[src/rtl/ppm_dec_pkg.sv]
package ppm_dec_pkg;

    // Slots per judged group and bits per symbol are fixed by the line code.
    localparam int WIN_SLOTS = 8;
    localparam int SYM_W     = 2;
    localparam int NUM_SYMS  = 1 << SYM_W;

    localparam logic [WIN_SLOTS-1:0] HIST_FILL = '1;
    localparam logic [WIN_SLOTS-1:0] SOF_CODE  = 8'h7B;
    localparam logic [WIN_SLOTS-1:0] EOF_CODE  = 8'hDF;

    typedef enum logic [1:0] {
        WK_DATA = 2'd0,
        WK_END  = 2'd1,
        WK_BAD  = 2'd2
    } win_kind_e;

    typedef struct packed {
        win_kind_e        kind;
        logic [SYM_W-1:0] sym;
    } win_class_t;

    typedef enum logic {
        FS_HUNT  = 1'b0,
        FS_FRAME = 1'b1
    } frame_st_e;

    // Code for a symbol: one pause, moving two slots later per symbol step.
    function automatic logic [WIN_SLOTS-1:0] sym_code(input logic [SYM_W-1:0] s);
        logic [WIN_SLOTS-1:0] pause;
        pause    = 8'b0100_0000 >> {s, 1'b0};
        sym_code = ~pause;
    endfunction

    function automatic win_class_t classify(input logic [WIN_SLOTS-1:0] w);
        win_class_t res;
        res.kind = WK_BAD;
        res.sym  = '0;
        for (int i = 0; i < NUM_SYMS; i++) begin
            if (w == sym_code(SYM_W'(i))) begin
                res.kind = WK_DATA;
                res.sym  = SYM_W'(i);
            end
        end
        if (w == EOF_CODE) begin
            res.kind = WK_END;
        end
        return res;
    endfunction

endpackage

[src/rtl/ppm_slot_history.sv]
module ppm_slot_history
    import ppm_dec_pkg::*;
#(
    parameter int WIN = WIN_SLOTS,
    localparam int CNT_W = $clog2(WIN)
) (
    input  logic           clk,
    input  logic           rst,
    input  logic           slot_valid,
    input  logic           slot_bit,
    input  logic           count_en,
    input  logic           count_clr,
    input  logic           reload,
    output logic [WIN-1:0] hist_next,
    output logic           win_last
);

    localparam logic [CNT_W-1:0] LAST_POS = CNT_W'(WIN - 1);

    logic [WIN-1:0]   hist_q;
    logic [CNT_W-1:0] pos_q;

    // History as it stands once the current slot is included.
    assign hist_next = {hist_q[WIN-2:0], slot_bit};
    assign win_last  = (pos_q == LAST_POS);

    always_ff @(posedge clk) begin
        if (rst) begin
            hist_q <= '1;
            pos_q  <= '0;
        end else if (slot_valid) begin
            hist_q <= reload ? {WIN{1'b1}} : hist_next;
            if (count_clr) begin
                pos_q <= '0;
            end else if (count_en) begin
                pos_q <= win_last ? '0 : pos_q + 1'b1;
            end
        end
    end

endmodule

[src/rtl/ppm_window_classifier.sv]
module ppm_window_classifier
    import ppm_dec_pkg::*;
(
    input  logic [WIN_SLOTS-1:0] window,
    output win_class_t           verdict
);

    always_comb begin
        verdict = classify(window);
    end

endmodule

[src/rtl/ppm_byte_packer.sv]
module ppm_byte_packer
    import ppm_dec_pkg::*;
#(
    parameter int BYTE_W  = 8,
    parameter int MAX_LEN = 32,
    localparam int LEN_W  = $clog2(MAX_LEN + 1),
    localparam int NSYM   = BYTE_W / SYM_W,
    localparam int SCNT_W = $clog2(NSYM)
) (
    input  logic              clk,
    input  logic              rst,
    input  logic              clr,
    input  logic              take,
    input  logic [SYM_W-1:0]  sym,
    output logic              byte_stb,
    output logic [BYTE_W-1:0] byte_q,
    output logic [LEN_W-1:0]  len_q,
    output logic              ovf_q
);

    localparam logic [LEN_W-1:0]  LEN_CEIL = LEN_W'(MAX_LEN);
    localparam logic [SCNT_W-1:0] SYM_LAST = SCNT_W'(NSYM - 1);

    logic [BYTE_W-1:0] asm_q;
    logic [BYTE_W-1:0] asm_next;
    logic [SCNT_W-1:0] scnt_q;
    logic              fill_done;

    // New symbol enters at the top, older pairs move toward bit 0.
    assign asm_next  = {sym, asm_q[BYTE_W-1:SYM_W]};
    assign fill_done = (scnt_q == SYM_LAST);

    always_ff @(posedge clk) begin
        if (rst) begin
            asm_q    <= '0;
            scnt_q   <= '0;
            byte_stb <= 1'b0;
            byte_q   <= '0;
            len_q    <= '0;
            ovf_q    <= 1'b0;
        end else begin
            byte_stb <= 1'b0;
            if (clr) begin
                asm_q  <= '0;
                scnt_q <= '0;
                len_q  <= '0;
                ovf_q  <= 1'b0;
            end else if (take) begin
                asm_q  <= asm_next;
                scnt_q <= fill_done ? '0 : scnt_q + 1'b1;
                if (fill_done) begin
                    byte_stb <= 1'b1;
                    byte_q   <= asm_next;
                    if (len_q == LEN_CEIL) begin
                        ovf_q <= 1'b1;
                    end else begin
                        len_q <= len_q + 1'b1;
                    end
                end
            end
        end
    end

endmodule

[src/rtl/ppm_cmd_decoder.sv]
module ppm_cmd_decoder
    import ppm_dec_pkg::*;
#(
    parameter int MAX_LEN = 32,
    localparam int LEN_W  = $clog2(MAX_LEN + 1)
) (
    input  logic             clk,
    input  logic             rst,
    input  logic             slot_valid,
    input  logic             slot_bit,
    output logic             byte_valid,
    output logic [7:0]       byte_data,
    output logic [LEN_W-1:0] byte_len,
    output logic             len_ovf,
    output logic             frame_done,
    output logic             sym_err
);

    frame_st_e            state_q;
    logic [WIN_SLOTS-1:0] hist_next;
    logic                 win_last;
    logic                 in_frame;
    logic                 sof_hit;
    logic                 win_end;
    logic                 sym_take;
    win_class_t           verdict;
    logic                 done_q;
    logic                 err_q;

    assign in_frame = (state_q == FS_FRAME);
    assign sof_hit  = !in_frame && slot_valid && (hist_next == SOF_CODE);
    assign win_end  = in_frame && slot_valid && win_last;
    assign sym_take = win_end && (verdict.kind == WK_DATA);

    ppm_slot_history #(.WIN(WIN_SLOTS)) u_hist (
        .clk        (clk),
        .rst        (rst),
        .slot_valid (slot_valid),
        .slot_bit   (slot_bit),
        .count_en   (in_frame),
        .count_clr  (sof_hit),
        .reload     (win_end),
        .hist_next  (hist_next),
        .win_last   (win_last)
    );

    ppm_window_classifier u_cls (
        .window  (hist_next),
        .verdict (verdict)
    );

    ppm_byte_packer #(.BYTE_W(8), .MAX_LEN(MAX_LEN)) u_pack (
        .clk      (clk),
        .rst      (rst),
        .clr      (sof_hit),
        .take     (sym_take),
        .sym      (verdict.sym),
        .byte_stb (byte_valid),
        .byte_q   (byte_data),
        .len_q    (byte_len),
        .ovf_q    (len_ovf)
    );

    always_ff @(posedge clk) begin
        if (rst) begin
            state_q <= FS_HUNT;
            done_q  <= 1'b0;
            err_q   <= 1'b0;
        end else begin
            done_q <= win_end && (verdict.kind == WK_END);
            err_q  <= win_end && (verdict.kind == WK_BAD);
            if (sof_hit) begin
                state_q <= FS_FRAME;
            end else if (win_end && (verdict.kind != WK_DATA)) begin
                state_q <= FS_HUNT;
            end
        end
    end

    assign frame_done = done_q;
    assign sym_err    = err_q;

endmodule

[config.mk]
export PLATFORM = sky130hd
export DESIGN_NAME = ppm_cmd_decoder
export DESIGN_NICKNAME = d
export VERILOG_FILES = /design/src/rtl/ppm_dec_pkg.sv /design/src/rtl/ppm_slot_history.sv /design/src/rtl/ppm_window_classifier.sv /design/src/rtl/ppm_byte_packer.sv /design/src/rtl/ppm_cmd_decoder.sv
export SDC_FILE = /design/constraint.sdc
export NUM_CORES = 1
export LEC_CHECK = 0
export BUFFER_PORTS_ARGS = -buffer_cell sky130_fd_sc_hd__buf_2
export CAP_MARGIN = 20
export CORE_MARGIN = 2
export CORE_UTILIZATION = 60
export CTS_CLUSTER_DIAMETER = 50
export CTS_CLUSTER_SIZE = 16
export DETAILED_ROUTE_END_ITERATION = 16
export GPL_TIMING_DRIVEN = 0
export PLACE_DENSITY = 0.92
export SLEW_MARGIN = 15
export SYNTH_ARGS = -nofsm -noshare
export SYNTH_HDL_FRONTEND = slang
export SYNTH_HIERARCHICAL = 1
export SYNTH_SLANG_ARGS = --single-unit
[constraint.sdc]
create_clock -name clk -period 4.8 [get_ports clk]
set_input_delay 0.96 -clock clk [delete_from_list [all_inputs] [get_ports clk]]
set_output_delay 0.96 -clock clk [all_outputs]
set_load 0.005 [all_outputs]
==> results.txt <==
----------------------------------------------------
[Run status]
  Run status ... completed

[Routing]
  DRC violations left ... 0
  Total met3 wirelength after detailed routing ... 133 um
  Iteration count of the initial detailed-routing pass ... 4
  Routed met1 length ... 1.46 mm
  DR WL met2 ... 1.41 mm
  WL per Instance ... 12.5 um
  Post-detailed-routing wire length ... 3.03 mm
  Detailed-route vias per instance ... 5.60
  Post-detailed-route count of antenna-violating nets ... 0
  Number of vias after detailed routing ... 1360
  Top Metal Used ... met4
  First-iteration detailed-routing DRC count ... 25

[Critical path]
  Dominant cell type by count on the critical path ... sky130_fd_sc_hd__a21oi_1
  Data arrival at the endpoint of the critical path ... 3.14 ns
  Class of the most critical setup path ... in2reg
  Critical path origin ... slot_bit
  Largest delay share family, worst path ... compound AO/OA/AOI/OAI gates
  Type of element capturing the critical path ... flip-flop
  Longest individual stage delay on the worst path ... 0.47 ns
  Crit path cell chain ... buf_2 > buf_4 > clkbuf_1 > a21oi_1 > a211oi_1 > o21ai_1 > nor3_1 > buf_6 > nand3_1 > a311o_1 > a21oi_1
  Startpoint type of the worst setup path ... input pin
  Data required time at the worst endpoint ... 5.08 ns
  Standard cell with the maximum stage delay on the critical path ... sky130_fd_sc_hd__nor3_1
  Reg2reg start ... u_hist/hist_q[1]
  Largest fanout on the critical path ... 10
  WP buf/inv ... 4

[Logic synthesis]
  Main synth FF type ... sky130_fd_sc_hd__dfxtp_1
  Synth Area in XOR/XNOR ... 0.0208
  Post-Syn Area per Cell ... 9.20 um^2
  Number of unique standard cell types used by synthesis ... 38
  Proportion of synthesized area in mux cells ... 0.101
  Nets in the synthesized netlist ... 192
  Number of flops mapped to enable cells by yosys ... 0
  Synthesized instance count ... 183
  Post-Syn Area ... 0.00168 mm^2
  Combinational family with the most area after synthesis ... simple AND/OR/NAND/NOR gates
  Post-synthesis adder-cell area fraction ... 0.0371
  Async SR Flop Fraction ... 0
  Count of state elements after synthesis ... 37
  Simple-gate share of the synthesized area ... 0.224
  Ys Warns ... 6
  Compound-cell area share of the yosys netlist ... 0.121
  Fraction of the yosys area taken by sequential cells ... 0.440

[Cells and area]
  Most frequent cells in the layout ... sky130_fd_sc_hd__dfxtp_1 (37), sky130_fd_sc_hd__nor2_1 (28), sky130_fd_sc_hd__buf_2 (25), sky130_fd_sc_hd__mux2i_1 (17)
  Layout cell share with drive strength beyond 1 ... 0.193
  Most common cell after layout, fill and taps aside ... sky130_fd_sc_hd__dfxtp_1
  Antenna diode count ... 0
  Number of nets in the layout ... 220
  Signed area change from the synthesized netlist to the final layout ... 13.8%

[Clock tree]
  Hold buffer count at cts ... 0
  H-tree depth ... 2
  Clock tree root driver cell ... sky130_fd_sc_hd__clkbuf_4
  Clock transition at the registers of the reported paths ... 0.11 ns
  Clk sinks ... 37
  TritonCTS clock tree ... built
  Buffers inserted by post-CTS timing repair ... 0
  Clock Path Buffers ... 2
  Total clock buffers created by CTS ... 5
  Post-CTS Resized ... 0
  Later-pin clock latency in the skew report ... 0.35 ns

[STA]
  Unrepaired setup endpoints after global routing ... false
  Shortest clock period the worst path allows after layout ... 2.86 ns
  Worst hold slack ... 0.483 ns
  Relative max-transition margin ... 0.642
  Transition time of the tightest slew-check pin ... 0.532 ns
  Final count of pins violating max slew ... 0
  Final Hold Fails ... 0
  Number of endpoints failing setup at the final stage ... 0
  Aggregate negative setup slack ... 0 ns
  Worst clock skew on the final layout ... 0.00959 ns
  Period utilisation layout ... 0.595
  Highest achievable clock rate ... 350 MHz

[Floorplanning]
  Core area ... 0.00271 mm^2
  Die Area ... 0.00325 mm^2
  Die Span Y ... 57.0 um
  Die Span X ... 57.0 um
  Row count ... 19
  Count of boundary I/O pins ... 22
  Initial core utilization ... 0.621

[Hold path]
  Launch instance of the worst min-delay path ... u_pack/ovf_q
  Worst hold-check path type ... reg2reg

[Global routing]
  Maximum number of pins on one net before global-route repair ... 13
  Overall Global Routing Usage ... 0.203
  Global route total overflow ... 0
  First-pass GRT wire length ... 5.20 mm
  Antenna violations before repair ... 0
  Number of global-route vias before repair ... 1233

[Placed design]
  I/O Buffers ... 21
  RD Place Congestion ... 0.769
  Detail Placement HPWL ... 2.10 mm

[Job]
  Max Cap Violations ... 0

[Power and ir drop]
  Power Dens Cells ... 294 mW/mm^2
  Static Leakage ... 0.890 nW
  Peak VDD IR ... 0.000288 V

----------------------------------------------------
## sequential cells by signal, summed over array words and instances (netlist names)
signal,cells
u_pack/byte_q,8
in_frame,1
u_pack/asm_q,6
frame_done,1
u_pack/ovf_q,1
u_pack/len_q,6
u_pack/scnt_q,2
u_pack/byte_stb,1
u_hist/hist_q,7
sym_err,1
u_hist/pos_q,3
## stage by stage
step / total power (W) / cell area [um^2] / util / std cells / setup WS [ns]
2_1_floorplan: 0.000333 / 1680 / - / 183 / 2.00
3_5_place_dp: 0.000340 / 1830 / 0.675 / 235 / 1.61
6_report: 0.000564 / 1920 / 0.707 / 243 / 1.94
3_3_place_gp: 0.000339 / 1830 / 0.675 / 235 / 1.69
5_1_grt: 0.000585 / 1920 / 0.707 / 243 / 1.82
4_1_cts: 0.000567 / 1920 / 0.707 / 243 / 1.97
## per-layer routing
layer  vias up  global-route usage
li1        700                   -
met2        22               0.337
met4         0              0.0831
met5         -                   0
met1       636               0.242
met3         2              0.0658
## synth_stat cells, types with 2 or more instances
library cell | n | area share
sky130_fd_sc_hd__nand3_1 | 7 | 0.021
sky130_fd_sc_hd__xnor2_1 | 2 | 0.010
sky130_fd_sc_hd__nor2_1 | 28 | 0.062
sky130_fd_sc_hd__o21a_1 | 2 | 0.0089
sky130_fd_sc_hd__or3_1 | 5 | 0.019
sky130_fd_sc_hd__or2_2 | 2 | 0.0074
sky130_fd_sc_hd__buf_2 | 4 | 0.012
sky130_fd_sc_hd__buf_6 | 2 | 0.013
sky130_fd_sc_hd__clkbuf_1 | 2 | 0.0045
sky130_fd_sc_hd__nor4b_1 | 2 | 0.010
sky130_fd_sc_hd__nand2b_1 | 2 | 0.0074
sky130_fd_sc_hd__inv_1 | 10 | 0.022
sky130_fd_sc_hd__o21ai_0 | 3 | 0.0089
sky130_fd_sc_hd__nand2_1 | 10 | 0.022
sky130_fd_sc_hd__nor3b_1 | 7 | 0.031
sky130_fd_sc_hd__o21bai_1 | 7 | 0.031
sky130_fd_sc_hd__ha_1 | 5 | 0.037
sky130_fd_sc_hd__xor2_1 | 2 | 0.010
sky130_fd_sc_hd__dfxtp_1 | 37 | 0.44
sky130_fd_sc_hd__o32ai_1 | 3 | 0.016
sky130_fd_sc_hd__mux2i_1 | 17 | 0.10
sky130_fd_sc_hd__nor3_1 | 3 | 0.0089
sky130_fd_sc_hd__a21oi_1 | 6 | 0.018
## logic make-up after synthesis
logic type / Yosys count
buffers and inverters: 19
adder cells (fa/ha/maj): 5
AND/OR/NAND/NOR: 73
AO/OA/AOI/OAI: 28
XOR/XNOR: 4
multiplexers: 17
flip-flops: 37
## path summary, 6_finish.rpt
path	endpoint	depth (start not counted)	slack, ns
min reg2reg	u_pack/ovf_q	1	0.48
max reg2reg	u_pack/len_q[2]	9	2.39
min	u_pack/ovf_q	1	0.48
max	u_pack/len_q[2]	11	1.94
## worst reg2reg max path, delay by kind of cell (launching register included)
| family | cells | cell delay [ns] |
|---|---|---|
| buffers and inverters | 2 | 0.43 |
| and+or+nand+nor | 2 | 0.59 |
| xor gates and xnor gates | 1 | 0.09 |
| DFF | 1 | 0.38 |
| AOI/OAI and AO/OA | 4 | 0.86 |
## power breakdown
part | switching [W] | total (W) | leakage (nW) | internal (W)
Clock | 0.000107 | 0.000230 | 0.0445 | 0.000124
Sequential | 0.00000110 | 0.000309 | 0.298 | 0.000308
Combinational | 0.0000141 | 0.0000242 | 0.548 | 0.0000101
Total | 0.000122 | 0.000564 | 0.890 | 0.000442
## area by class of cell
type / count / area, um^2
Clock inverter: 2 / 37.5
Fill cell: 217 / 793
Multi-Input combinational cell: 127 / 848
Sequential cell: 37 / 741
Timing Repair Buffer: 21 / 105
Buffer: 9 / 57.6
Clock buffer: 6 / 51.3
Inverter: 10 / 37.5
Tap cell: 31 / 38.8
(Power assumes the default switching activity.)
